===== src/rtl/ctrl_decoder.sv =====
module ctrl_decoder (
  input  logic [31:0] instr,
  output logic        reg_write,
  output logic        reg_dst,
  output logic        alu_src,
  output logic [2:0]  alu_op,
  output logic        mem_read,
  output logic        mem_write,
  output logic        mem_to_reg,
  output logic        branch,
  output logic [1:0]  br_type,
  output logic        jump,
  output logic        jump_reg,
  output logic        link
);
  localparam logic [5:0] OP_SPECIAL = 6'b000000;
  localparam logic [5:0] OP_BLTZ    = 6'b000001;
  localparam logic [5:0] OP_J       = 6'b000010;
  localparam logic [5:0] OP_JAL     = 6'b000011;
  localparam logic [5:0] OP_BEQ     = 6'b000100;
  localparam logic [5:0] OP_BNEZ    = 6'b000101;
  localparam logic [5:0] OP_BLE     = 6'b000110;
  localparam logic [5:0] OP_ADDI    = 6'b001000;
  localparam logic [5:0] OP_LW      = 6'b100011;
  localparam logic [5:0] OP_SW      = 6'b101011;

  localparam logic [5:0] FN_JR  = 6'b001000;
  localparam logic [5:0] FN_MUL = 6'b011000;
  localparam logic [5:0] FN_ADD = 6'b100000;
  localparam logic [5:0] FN_SUB = 6'b100010;
  localparam logic [5:0] FN_AND = 6'b100100;
  localparam logic [5:0] FN_OR  = 6'b100101;
  localparam logic [5:0] FN_SLT = 6'b101010;

  localparam logic [2:0] ALU_ADD = 3'd0;
  localparam logic [2:0] ALU_SUB = 3'd1;
  localparam logic [2:0] ALU_AND = 3'd2;
  localparam logic [2:0] ALU_OR  = 3'd3;
  localparam logic [2:0] ALU_SLT = 3'd4;
  localparam logic [2:0] ALU_MUL = 3'd5;

  localparam logic [1:0] BR_EQ  = 2'd0;
  localparam logic [1:0] BR_LE  = 2'd1;
  localparam logic [1:0] BR_NEZ = 2'd2;
  localparam logic [1:0] BR_LTZ = 2'd3;

  wire [5:0] opcode = instr[31:26];
  wire [4:0] rt     = instr[20:16];
  wire [4:0] rd     = instr[15:11];
  wire [4:0] shamt  = instr[10:6];
  wire [5:0] funct  = instr[5:0];

  wire rt_zero    = (rt == 5'd0);
  wire shamt_zero = (shamt == 5'd0);
  wire jr_fields  = rt_zero && (rd == 5'd0) && shamt_zero;

  always_comb begin
    reg_write  = 1'b0;
    reg_dst    = 1'b0;
    alu_src    = 1'b0;
    alu_op     = ALU_ADD;
    mem_read   = 1'b0;
    mem_write  = 1'b0;
    mem_to_reg = 1'b0;
    branch     = 1'b0;
    br_type    = BR_EQ;
    jump       = 1'b0;
    jump_reg   = 1'b0;
    link       = 1'b0;
    unique case (opcode)
      OP_SPECIAL: begin
        if (funct == FN_JR) begin
          jump_reg = jr_fields;
        end else if (shamt_zero) begin
          reg_write = 1'b1;
          reg_dst   = 1'b1;
          case (funct)
            FN_ADD:  alu_op = ALU_ADD;
            FN_SUB:  alu_op = ALU_SUB;
            FN_AND:  alu_op = ALU_AND;
            FN_OR:   alu_op = ALU_OR;
            FN_SLT:  alu_op = ALU_SLT;
            FN_MUL:  alu_op = ALU_MUL;
            default: begin
              reg_write = 1'b0;
              reg_dst   = 1'b0;
            end
          endcase
        end
      end
      OP_LW: begin
        reg_write  = 1'b1;
        alu_src    = 1'b1;
        mem_read   = 1'b1;
        mem_to_reg = 1'b1;
      end
      OP_SW: begin
        alu_src   = 1'b1;
        mem_write = 1'b1;
      end
      OP_ADDI: begin
        reg_write = 1'b1;
        alu_src   = 1'b1;
      end
      OP_J: jump = 1'b1;
      OP_JAL: begin
        jump      = 1'b1;
        reg_write = 1'b1;
        link      = 1'b1;
      end
      OP_BEQ: begin
        branch = 1'b1;
        alu_op = ALU_SUB;
      end
      OP_BLE: begin
        branch  = 1'b1;
        alu_op  = ALU_SUB;
        br_type = BR_LE;
      end
      OP_BNEZ: if (rt_zero) begin
        branch  = 1'b1;
        alu_op  = ALU_SUB;
        br_type = BR_NEZ;
      end
      OP_BLTZ: if (rt_zero) begin
        branch  = 1'b1;
        alu_op  = ALU_SUB;
        br_type = BR_LTZ;
      end
      default: ;
    endcase
  end
endmodule


===== config.mk =====
export PLATFORM = sky130hd
export DESIGN_NAME = ctrl_decoder
export DESIGN_NICKNAME = d
export VERILOG_FILES = /design/src/rtl/ctrl_decoder.sv
export SDC_FILE = /design/constraint.sdc
export NUM_CORES = 1
export LEC_CHECK = 0
export BUFFER_PORTS_ARGS = -buffer_cell sky130_fd_sc_hd__buf_2
export CAP_MARGIN = 20
export CELL_PAD_IN_SITES_DETAIL_PLACEMENT = 1
export CELL_PAD_IN_SITES_GLOBAL_PLACEMENT = 2
export CORE_UTILIZATION = 15
export DETAILED_ROUTE_END_ITERATION = 12
export GPL_TIMING_DRIVEN = 0
export PLACE_DENSITY_LB_ADDON = 0.05
export SLEW_MARGIN = 40
export SYNTH_ARGS = -nofsm -noshare
export SYNTH_HDL_FRONTEND = slang
export SYNTH_SLANG_ARGS = --single-unit

===== constraint.sdc =====
create_clock -name vclk -period 3.28
set_clock_uncertainty 0.05 [all_clocks]
set_input_delay 0.492 -clock vclk [all_inputs]
set_output_delay 0.492 -clock vclk [all_outputs]
set_load 0.005 [all_outputs]

==> run_results.csv <==
group,metric,value,unit
synthesis,synthXorXnorAreaFrac,0,%
synthesis,yosys.area_share.simple,74.7,%
drt,first_iter_violations,11,
timing,min_period,2.47,ns
timing,fmax,405,MHz
worst_setup_path,worstPathCellList,"buf_2 -> or3_1 -> buf_2 -> nor4_4 -> nand2_2 -> nor3_2 -> buf_2",
place,io_buffer_count,40,
global_routing,grt_usage,10.7,%
worst_setup_path,crit_buf_inv,3,
synthesis,yosysUniqueCellTypes,31,
drt,drc,0,
worst_setup_path,path_class,"input port to primary output",
timing,hold_violations,0,
final_layout,ff_latch_area,0,sq um
floorplan,core-area,0.00225,sq mm
final_layout,drive_gt1_share,55.3,%
clocking,cts_resized,0,
synthesis,synth-warning-count,0,
synthesis,ys_seq_area_share,0,%
final_layout,layout_commonest_cell,"buf_2",
place,place_area,602,sq um
status,outcome,"complete, no violations",
synthesis,synth-adder-area-share,0,%
synthesis,synth_top_family_by_area,"simple AND/OR/NAND/NOR gates",
timing,period_share,75.3,%
worst_setup_path,cp-end-kind,"primary output",
synthesis,synth_mux_area_share,0,%
final_layout,stdcell_area,602,sq um
pwr,vdd_drop_max,23.2,uV
worst_setup_path,cp.arrival,1.93,ns
worst_setup_path,cpMostUsedCell,"buf_2",
pwr,leakagePower,0.279,nW
timing,tightest_slew,0.405,ns
synthesis,syn-num-nets,86,
final_layout,utilization,26.7,%
final_layout,layout_common_cells,"buf_2, nor2_1, nor3_1",
floorplan,io_pins,47,
synthesis,avgSynthCellArea,6.79,sq um
final_layout,antenna-diode-count,0,
worst_setup_path,worstPathRequired,2.74,ns
place,dp_hpwl,1190,um
drt,ant_nets,0,
worst_setup_path,cpLargestDelayFamily,"simple AND/OR/NAND/NOR gates",
floorplan,rows,17,
drt,drt_pass1_iterations,4,
final_layout,nets,128,
floorplan,dieArea,0.00265,sq mm
worst_setup_path,crit_slowest_cell,"or3_1",
clocking,ctsHoldBuffers,0,
pwr,power.density,75.0,mW/mm^2
floorplan,die-width,51.4,um
global_routing,overflow,0,
drt,vias_per_cell,4.72,
worst_setup_path,crit_start,"instr[29]",
drt,wl_per_cell,10.9,um
worst_hold_path,hp-class,"input port to primary output",
final_layout,seq_cells,0,
synthesis,synth_compound_area_share,17.4,%
worst_setup_path,worstPathMaxFanout,6,
global_routing,grt_max_degree,10,
drt,totalWireLength,1340,um
global_routing,antenna_found_initial,0,
timing,slew_headroom,72.7,%
synthesis,netlist_area,367,sq um
drt,vias,576,
worst_setup_path,startpoint_type,"input port",
timing,final_max_slew_viol_count,0,
floorplan,start_util,16.3,%
synthesis,synthCells,54,
final_layout,area_growth,64.2,%
floorplan,die_h,51.4,um
timing,rsz0062_at_grt,"false",
final_layout,clkbuf_count,0,
timing,setup_tns,0,ns
worst_hold_path,min-delay-start,"instr[30]",
final_layout,fillers,310,
clocking,post_cts_buffers,0,
run,maxCapViolCount,0,
global_routing,grt_pass1_wl,2240,um
place,gp_congestion,0.705,
global_routing,grt_pass1_vias,550,
worst_setup_path,max_stage_delay,0.36,ns
timing,fin_hold_ws,1.23,ns
timing,setup_violations,0,
-- power breakdown --
part	switching, mW	internal (mW)	total (mW)
registers	0	0	0
clock network	0	0	0
logic	0.0227	0.0224	0.0451
total	0.0227	0.0224	0.0451
-- final timing paths --
path	end	cells past startpoint	slack (ns)
min	alu_src	3	1.23
max	alu_op[2]	7	0.81
-- logic make-up after synthesis --
logic type / after synthesis
simple gates: 40
buf+inv: 5
compound gates: 9
-- per-layer routing --
layer	up-vias	global-route usage [%]	routed length [um]
li1	294	-	-
met1	256	14.4	618
met2	26	19.7	618
met3	0	0.298	98
met4	0	0	0
met5	-	0	0
-- stage by stage --
stage          cells  power, mW  setup WS [ns]
3_3_place_gp     122     0.0454          0.799
3_5_place_dp     122     0.0457          0.809
2_1_floorplan     54     0.0206           1.18
5_1_grt          122     0.0513          0.703
4_1_cts          122     0.0459          0.799
6_report         122     0.0451          0.811
-- Yosys cell counts --
cell       instances  area share (%)
nor3_1             5             6.8
o32ai_1            1             2.4
a21oi_1            2             2.7
a211oi_1           1             2.0
nor4b_1            2             4.8
buf_4              2             4.1
or3_2              1             2.0
nand4bb_1          1             3.1
o21bai_1           1             2.0
nor3_2             2             5.5
a31oi_1            1             1.7
nand2_1            1             1.0
o22ai_1            1             1.7
o31a_1             1             2.4
nand2b_1           2             3.4
buf_2              2             2.7
or4_1              2             4.1
or3b_1             1             2.4
nor4_4             1             5.8
nor4bb_1           1             2.7
or4_4              1             3.1
nand2_2            1             1.7
inv_1              1             1.0
nand3_1            1             1.4
or3_1              1             1.7
a2bb2oi_1          1             2.4
nor3b_1            3             6.1
nand4_1            2             3.4
nor2_1             9             9.2
nor4_1             1             1.7
and2b_2            2             4.8
-- final cells by class --
class	instances	area [sq um]	share of cell area, %
Tap cell	28	35.0	5.82
Inverter	1	3.75	0.624
Multi-Input combinational cell	49	338	56.1
Buffer	4	25.0	4.16
Timing Repair Buffer	40	200	33.3
No activity file was read; power rests on OpenSTA's default activity.
